<file path="config.mk">
export PLATFORM = sky130hd
export DESIGN_NAME = intr_ctx_seq
export DESIGN_NICKNAME = d
export VERILOG_FILES = /design/src/rtl/intr_ctx_pkg.sv /design/src/rtl/ctx_fsm.sv /design/src/rtl/ctx_regs.sv /design/src/rtl/ctx_memport.sv /design/src/rtl/intr_ctx_seq.sv
export SDC_FILE = /design/constraint.sdc
export NUM_CORES = 1
export LEC_CHECK = 0
export BUFFER_PORTS_ARGS = -buffer_cell sky130_fd_sc_hd__buf_2
export CAP_MARGIN = 20
export CORE_AREA = 5 5 106 108
export DETAILED_ROUTE_END_ITERATION = 10
export DIE_AREA = 0 0 111 113
export GPL_ROUTABILITY_DRIVEN = 1
export MAX_ROUTING_LAYER = met4
export PLACE_DENSITY = 0.82
export SYNTH_ARGS = -nofsm -noshare
export SYNTH_HDL_FRONTEND = slang
export SYNTH_SLANG_ARGS = --single-unit
</file>
<file path="constraint.sdc">
create_clock -name clk -period 5.3 [get_ports clk]
set_input_delay 0.795 -clock clk [delete_from_list [all_inputs] [get_ports clk]]
set_output_delay 0.795 -clock clk [all_outputs]
set_load 0.05 [all_outputs]
</file>
<file path="src/rtl/intr_ctx_pkg.sv">
package intr_ctx_pkg;
  typedef logic [15:0] word_t;

  localparam int unsigned PSR_PRIV = 15;
  localparam int unsigned PRIO_LO  = 8;
  localparam int unsigned PRIO_W   = 3;
  localparam int unsigned CC_W     = 3;

  typedef enum logic [3:0] {
    ST_IDLE, ST_PUSH_PSR, ST_PUSH_PC, ST_VEC_RD, ST_VEC_LD,
    ST_POP_PC_RD, ST_POP_PC_LD, ST_POP_PSR_RD, ST_POP_PSR_LD
  } seq_st_e;

  function automatic word_t entry_psr(input word_t old, input logic [PRIO_W-1:0] prio);
    word_t n;
    n = old;
    n[PSR_PRIV] = 1'b0;
    n[PRIO_LO +: PRIO_W] = prio;
    n[CC_W-1:0] = '0;
    return n;
  endfunction

  function automatic word_t vec_addr(input word_t base, input logic [7:0] vec);
    return base + {8'h00, vec};
  endfunction

  function automatic word_t sp_down(input word_t sp);
    return sp - 16'd1;
  endfunction

  function automatic word_t sp_up(input word_t sp);
    return sp + 16'd1;
  endfunction
endpackage

</file>
<file path="src/rtl/ctx_fsm.sv">
module ctx_fsm
  import intr_ctx_pkg::*;
(
  input  logic    clk,
  input  logic    rst_n,
  input  logic    accept_i,
  input  logic    rti_i,
  input  logic    user_mode_i,
  output seq_st_e state_o,
  output logic    ev_enter_o,
  output logic    ev_rti_o,
  output logic    ev_viol_o,
  output logic    viol_q_o
);
  seq_st_e state_q, state_d;
  logic    idle;

  assign idle       = (state_q == ST_IDLE);
  assign ev_enter_o = idle && accept_i;
  assign ev_rti_o   = idle && !accept_i && rti_i && !user_mode_i;
  assign ev_viol_o  = idle && !accept_i && rti_i && user_mode_i;

  always_comb begin
    state_d = state_q;
    case (state_q)
      ST_IDLE: begin
        if (ev_enter_o)    state_d = ST_PUSH_PSR;
        else if (ev_rti_o) state_d = ST_POP_PC_RD;
      end
      ST_PUSH_PSR:   state_d = ST_PUSH_PC;
      ST_PUSH_PC:    state_d = ST_VEC_RD;
      ST_VEC_RD:     state_d = ST_VEC_LD;
      ST_VEC_LD:     state_d = ST_IDLE;
      ST_POP_PC_RD:  state_d = ST_POP_PC_LD;
      ST_POP_PC_LD:  state_d = ST_POP_PSR_RD;
      ST_POP_PSR_RD: state_d = ST_POP_PSR_LD;
      ST_POP_PSR_LD: state_d = ST_IDLE;
      default:       state_d = ST_IDLE;
    endcase
  end

  always_ff @(posedge clk or negedge rst_n) begin
    if (!rst_n) begin
      state_q  <= ST_IDLE;
      viol_q_o <= 1'b0;
    end else begin
      state_q  <= state_d;
      viol_q_o <= ev_viol_o;
    end
  end

  assign state_o = state_q;
endmodule

</file>
<file path="src/rtl/ctx_regs.sv">
module ctx_regs
  import intr_ctx_pkg::*;
#(
  parameter logic [15:0] RST_PSR = 16'h8001,
  parameter logic [15:0] RST_PC  = 16'h3000,
  parameter logic [15:0] RST_USP = 16'hFE00,
  parameter logic [15:0] RST_SSP = 16'h0300
)(
  input  logic        clk,
  input  logic        rst_n,
  input  seq_st_e     state_i,
  input  logic        ev_enter_i,
  input  logic [7:0]  vector_i,
  input  logic [2:0]  prio_i,
  input  logic [15:0] mem_rdata_i,
  output logic [15:0] psr_o,
  output logic [15:0] pc_o,
  output logic [15:0] r6_o,
  output logic [15:0] usp_s_o,
  output logic [15:0] ssp_s_o,
  output logic [15:0] held_psr_o,
  output logic [7:0]  held_vec_o
);
  always_ff @(posedge clk or negedge rst_n) begin
    if (!rst_n) begin
      psr_o      <= RST_PSR;
      pc_o       <= RST_PC;
      r6_o       <= RST_USP;
      usp_s_o    <= RST_USP;
      ssp_s_o    <= RST_SSP;
      held_psr_o <= '0;
      held_vec_o <= '0;
    end else begin
      if (ev_enter_i) begin
        held_psr_o <= psr_o;
        held_vec_o <= vector_i;
        psr_o      <= entry_psr(psr_o, prio_i);
        if (psr_o[PSR_PRIV]) begin
          usp_s_o <= r6_o;
          r6_o    <= ssp_s_o;
        end
      end
      case (state_i)
        ST_PUSH_PSR, ST_PUSH_PC:     r6_o <= sp_down(r6_o);
        ST_POP_PC_RD, ST_POP_PSR_RD: r6_o <= sp_up(r6_o);
        ST_VEC_LD, ST_POP_PC_LD:     pc_o <= mem_rdata_i;
        ST_POP_PSR_LD: begin
          psr_o <= mem_rdata_i;
          if (mem_rdata_i[PSR_PRIV]) begin
            ssp_s_o <= r6_o;
            r6_o    <= usp_s_o;
          end
        end
        default: ;
      endcase
    end
  end
endmodule

</file>
<file path="src/rtl/ctx_memport.sv">
module ctx_memport
  import intr_ctx_pkg::*;
#(
  parameter logic [15:0] VEC_BASE = 16'h0100
)(
  input  seq_st_e     state_i,
  input  logic [15:0] r6_i,
  input  logic [15:0] pc_i,
  input  logic [15:0] held_psr_i,
  input  logic [7:0]  held_vec_i,
  output logic [15:0] addr_o,
  output logic        we_o,
  output logic        re_o,
  output logic [15:0] wdata_o
);
  always_comb begin
    addr_o  = '0;
    we_o    = 1'b0;
    re_o    = 1'b0;
    wdata_o = '0;
    case (state_i)
      ST_PUSH_PSR: begin
        we_o = 1'b1; addr_o = sp_down(r6_i); wdata_o = held_psr_i;
      end
      ST_PUSH_PC: begin
        we_o = 1'b1; addr_o = sp_down(r6_i); wdata_o = pc_i;
      end
      ST_VEC_RD: begin
        re_o = 1'b1; addr_o = vec_addr(VEC_BASE, held_vec_i);
      end
      ST_POP_PC_RD, ST_POP_PSR_RD: begin
        re_o = 1'b1; addr_o = r6_i;
      end
      default: ;
    endcase
  end
endmodule

</file>
<file path="src/rtl/intr_ctx_seq.sv">
module intr_ctx_seq
  import intr_ctx_pkg::*;
#(
  parameter logic [15:0] RST_PSR  = 16'h8001,
  parameter logic [15:0] RST_PC   = 16'h3000,
  parameter logic [15:0] RST_USP  = 16'hFE00,
  parameter logic [15:0] RST_SSP  = 16'h0300,
  parameter logic [15:0] VEC_BASE = 16'h0100
)(
  input  logic        clk,
  input  logic        rst_n,
  input  logic        accept_i,
  input  logic [7:0]  vector_i,
  input  logic [2:0]  prio_i,
  input  logic        rti_i,
  input  logic [15:0] mem_rdata_i,
  output logic [15:0] mem_addr_o,
  output logic        mem_we_o,
  output logic        mem_re_o,
  output logic [15:0] mem_wdata_o,
  output logic        busy_o,
  output logic        priv_viol_o,
  output logic [15:0] psr_o,
  output logic [15:0] pc_o,
  output logic [15:0] r6_o,
  output logic [15:0] usp_saved_o,
  output logic [15:0] ssp_saved_o
);
  seq_st_e     state;
  logic        ev_enter, ev_rti, ev_viol;
  logic [15:0] held_psr;
  logic [7:0]  held_vec;

  ctx_fsm u_fsm (
    .clk(clk), .rst_n(rst_n), .accept_i(accept_i), .rti_i(rti_i),
    .user_mode_i(psr_o[PSR_PRIV]), .state_o(state),
    .ev_enter_o(ev_enter), .ev_rti_o(ev_rti), .ev_viol_o(ev_viol),
    .viol_q_o(priv_viol_o)
  );

  ctx_regs #(.RST_PSR(RST_PSR), .RST_PC(RST_PC), .RST_USP(RST_USP), .RST_SSP(RST_SSP)) u_regs (
    .clk(clk), .rst_n(rst_n), .state_i(state), .ev_enter_i(ev_enter),
    .vector_i(vector_i), .prio_i(prio_i), .mem_rdata_i(mem_rdata_i),
    .psr_o(psr_o), .pc_o(pc_o), .r6_o(r6_o), .usp_s_o(usp_saved_o),
    .ssp_s_o(ssp_saved_o), .held_psr_o(held_psr), .held_vec_o(held_vec)
  );

  ctx_memport #(.VEC_BASE(VEC_BASE)) u_mem (
    .state_i(state), .r6_i(r6_o), .pc_i(pc_o), .held_psr_i(held_psr),
    .held_vec_i(held_vec), .addr_o(mem_addr_o), .we_o(mem_we_o),
    .re_o(mem_re_o), .wdata_o(mem_wdata_o)
  );

  assign busy_o = (state != ST_IDLE);
endmodule

</file>
==> metrics.cfg <==
[routing]
dr.first_iter.drc_count = 268
drt-wirelength-per-cell_um = 18.4
detail_route.wirelength_um = 14800
via_per_inst = 5.89
drt_pass1_iterations = 5
route.detailed.drc = 0
vias = 4751
drtAntennaViolNets = 0

[yosys]
synth_cells = 552
synth_mux_area_share_pct = 14.5
synth_flop_cell = dfrtp_1
yosys.area.top_type_share_pct = 38.8
yosys_register_bits = 109
post_synth_and_or_nand_nor_area_fraction_pct = 16.3
synth-seq-area-share_pct = 48.0
synth.cell_area_mm2 = 0.00573
synth_top_family_by_area = simple AND/OR/NAND/NOR gates
number_of_warning_messages_in_the_yosys_log = 0
post_synth_fa_ha_maj_area_fraction_pct = 0.436
synth_xor_xnor_area_share_pct = 3.36
synth_edf_count = 0
synth_area_leaders = dfrtp_1, mux2_2, dfstp_2
synth_async_sr_flop_share_pct = 100
mappedNetlistNets = 585
yosys.area.top_type = dfrtp_1
synth_cell_type_count = 61
synth_area_per_cell_um2 = 10.4
synth-compound-area-share_pct = 12.0

[critical_path]
critical_path_arrival_ns = 2.97
setup.worst_path.start_class = flip-flop
reg2regPathDepth = 5
critPathRequiredTime_ns = 4.51
critPathKind = reg2out
regToRegStartpoint = u_fsm.state_o[0]
worst_r2r_end = u_regs.r6_o[14]
end_kind = primary output
reg2reg_slack_ns = 2.52
critical_path.max_fanout = 24

[clock_tree]
cts_hold_buf = 0
worst_skew_pair.late_latency_ns = 0.37
tritoncts = yes
clockBufferDepth = 2
post_cts.repair.setup_buffers = 0
clkSlewWorstSetupHoldPaths_ns = 0.11
clockRootBuffer = clkbuf_8
number_of_h_tree_levels = 3
cts-buffers-inserted = 9
post_cts_resize_count = 0
tritoncts_num_sinks = 109

[sta]
final_min_period_over_clock_period_pct = 71.0
timing.max_slew.rel_slack_pct = 34.0
tightestPinTransition_ns = 0.990
clock_skew_ns = 0.0167
timing.setup.tns_ns = 0
final_setup_violation_count = 0
grt_setup_unrepaired = false
fmaxAchievable_mhz = 266
post_route_minimum_period_ns = 3.76
report.final.hold_viol_count = 0
report.final.slew_viol_count = 0

[worst_hold_path]
hold_path_depth = 2
hold_path.class = reg2reg
holdCritStartpoint = u_regs.ssp_s_o[9]
min_delay_worst_endpoint = u_regs.ssp_s_o[9]

[floorplanning]
start_util_pct = 56.5
floorplan.die_area_mm2 = 0.0125
floorplan_core_area_mm2 = 0.0101
die_h_um = 113
pin_count = 147
std_cell_rows = 37
die_width_um = 111

[global_routing]
grt_antenna_before_repair = 0
grt_pass1_wl_um = 24500
overflow = 0
grt.total_usage_pct = 24.6
grt_max_degree = 75
number_of_global_route_vias_before_repair = 4808

[final_layout]
syn2layout_area_growth_pct = 15.2
drive_above_1_share_pct = 38.2
antenna_cells = 0
fin_nets = 699

[place]
routabilityCongestion = 0.921
buffers_on_ports = 146
hpwl_dp_um = 10300

[run_status]
outcome = finished, final reports clean

[job]
drv_cap = 0

how the worst max path moves through the flow:
| stage | start | to | slack, ns | cells after the start |
|---|---|---|---|---|
| floorplan | u_fsm.state_o[0] | mem_addr_o[4] | 1.41 | 6 |
| global placement | u_regs.r6_o[0] | mem_addr_o[14] | 2.05 | 8 |
| detailed placement | u_fsm.state_o[0] | mem_addr_o[13] | 1.99 | 5 |
| CTS | u_fsm.state_o[0] | mem_addr_o[13] | 1.55 | 5 |
| global route | u_regs.r6_o[0] | mem_addr_o[14] | 1.31 | 8 |
| finish | u_fsm.state_o[0] | mem_addr_o[13] | 1.54 | 6 |
layout by cell type (no fill, tap or decap), drive strengths merged, types with 3 or more instances in the layout:
cell    count
a211o       8
a21o        5
a21oi      10
a221o       3
a221oi      4
a22o       16
a22oi       6
and2        3
buf       151
clkbuf     12
clkinv      3
dfrtp      89
dfstp      20
inv         8
mux2       55
mux2i      21
nand2      99
nand3      13
nand4       6
nor2       27
nor3        9
nor4        9
nor4b       4
o21ai      26
o22ai       7
or3         4
xnor2      12
xor2       10
state kept, by name (all words and copies together) (netlist names):
signal / flops
u_regs.usp_s_o: 16
u_fsm.viol_q_o: 1
u_regs.psr_o: 16
u_regs.ssp_s_o: 16
u_regs.held_vec_o: 8
u_regs.pc_o: 16
u_regs.r6_o: 16
u_fsm.state_o: 4
u_regs.held_psr_o: 16
per-layer routing:
metal  up-vias  global-route usage (%)  share of wire (%)
li1       2172                       -                  -
met1      2356                    31.1                 42
met2       199                    40.1                 49
met3        24                    5.94                7.4
met4         0                    6.73                1.6
met5         -                       -                  0
cell families (layout without fill, tap and decap cells):
group | Yosys count | count (layout)
adders and majority gates | 2 | 2
DFF | 109 | 109
AOI/OAI and AO/OA | 97 | 97
and+or+nand+nor | 190 | 190
buffers and inverters | 56 | 175
muxes | 76 | 76
xor gates and xnor gates | 22 | 22
layout make-up:
class	instances	area (µm²)
clock inverter	4	47.5
timing repair buffer	151	771
clock buffer	12	155
inverter	8	30.0
fill	829	3530
sequential	109	2750
tap	136	170
multi-input combinational	387	2680
Yosys cell counts, drive strengths merged, types with 2 or more instances:
library cell and n:
nor2 27, a22oi 6, mux2 55, dfrtp 89, o211ai 2, dfstp 20, nor3b 2, clkbuf 18
a21o 5, mux2i 21, buf 30, inv 8, a221o 3, nand3b 2, or3 4, nor4 9
a22o 16, nand3 13, nand2 99, nand4b 2, xnor2 12, o221ai 2, xor2 10, a221oi 4
nand4 6, ha 2, nor4b 4, o21ai 26, o21a 2, o22ai 7, a211o 8, nand2b 2
a21oi 10, and2 3, nor3 9, or2 2
stage by stage:
| step | std cells | cell area, µm² | util, % | worst slack (ns) | hold slack, ns |
|---|---|---|---|---|---|
| floorplan | 552 | 5730 | - | 1.41 | 0.450 |
| global placement | 791 | 6400 | 63.2 | 2.05 | 0.451 |
| detailed placement | 791 | 6400 | 63.2 | 1.99 | 0.470 |
| CTS | 807 | 6610 | 65.2 | 1.55 | 0.484 |
| global route | 807 | 6610 | 65.2 | 1.31 | 0.496 |
| finish | 807 | 6610 | 65.2 | 1.54 | 0.477 |
critical path, cell delays in order, from the launching register on:
cell and delay [ns]:
dfrtp_1 0.77, xnor2_1 0.15, or3_1 0.68, inv_2 0.26
a21oi_1 0.09, o21ai_0 0.31, buf_2 0.33
Power is left out: the tool's default activity adds up to more than one toggle a clock period on the data nets, which glitch-free logic cannot reach.
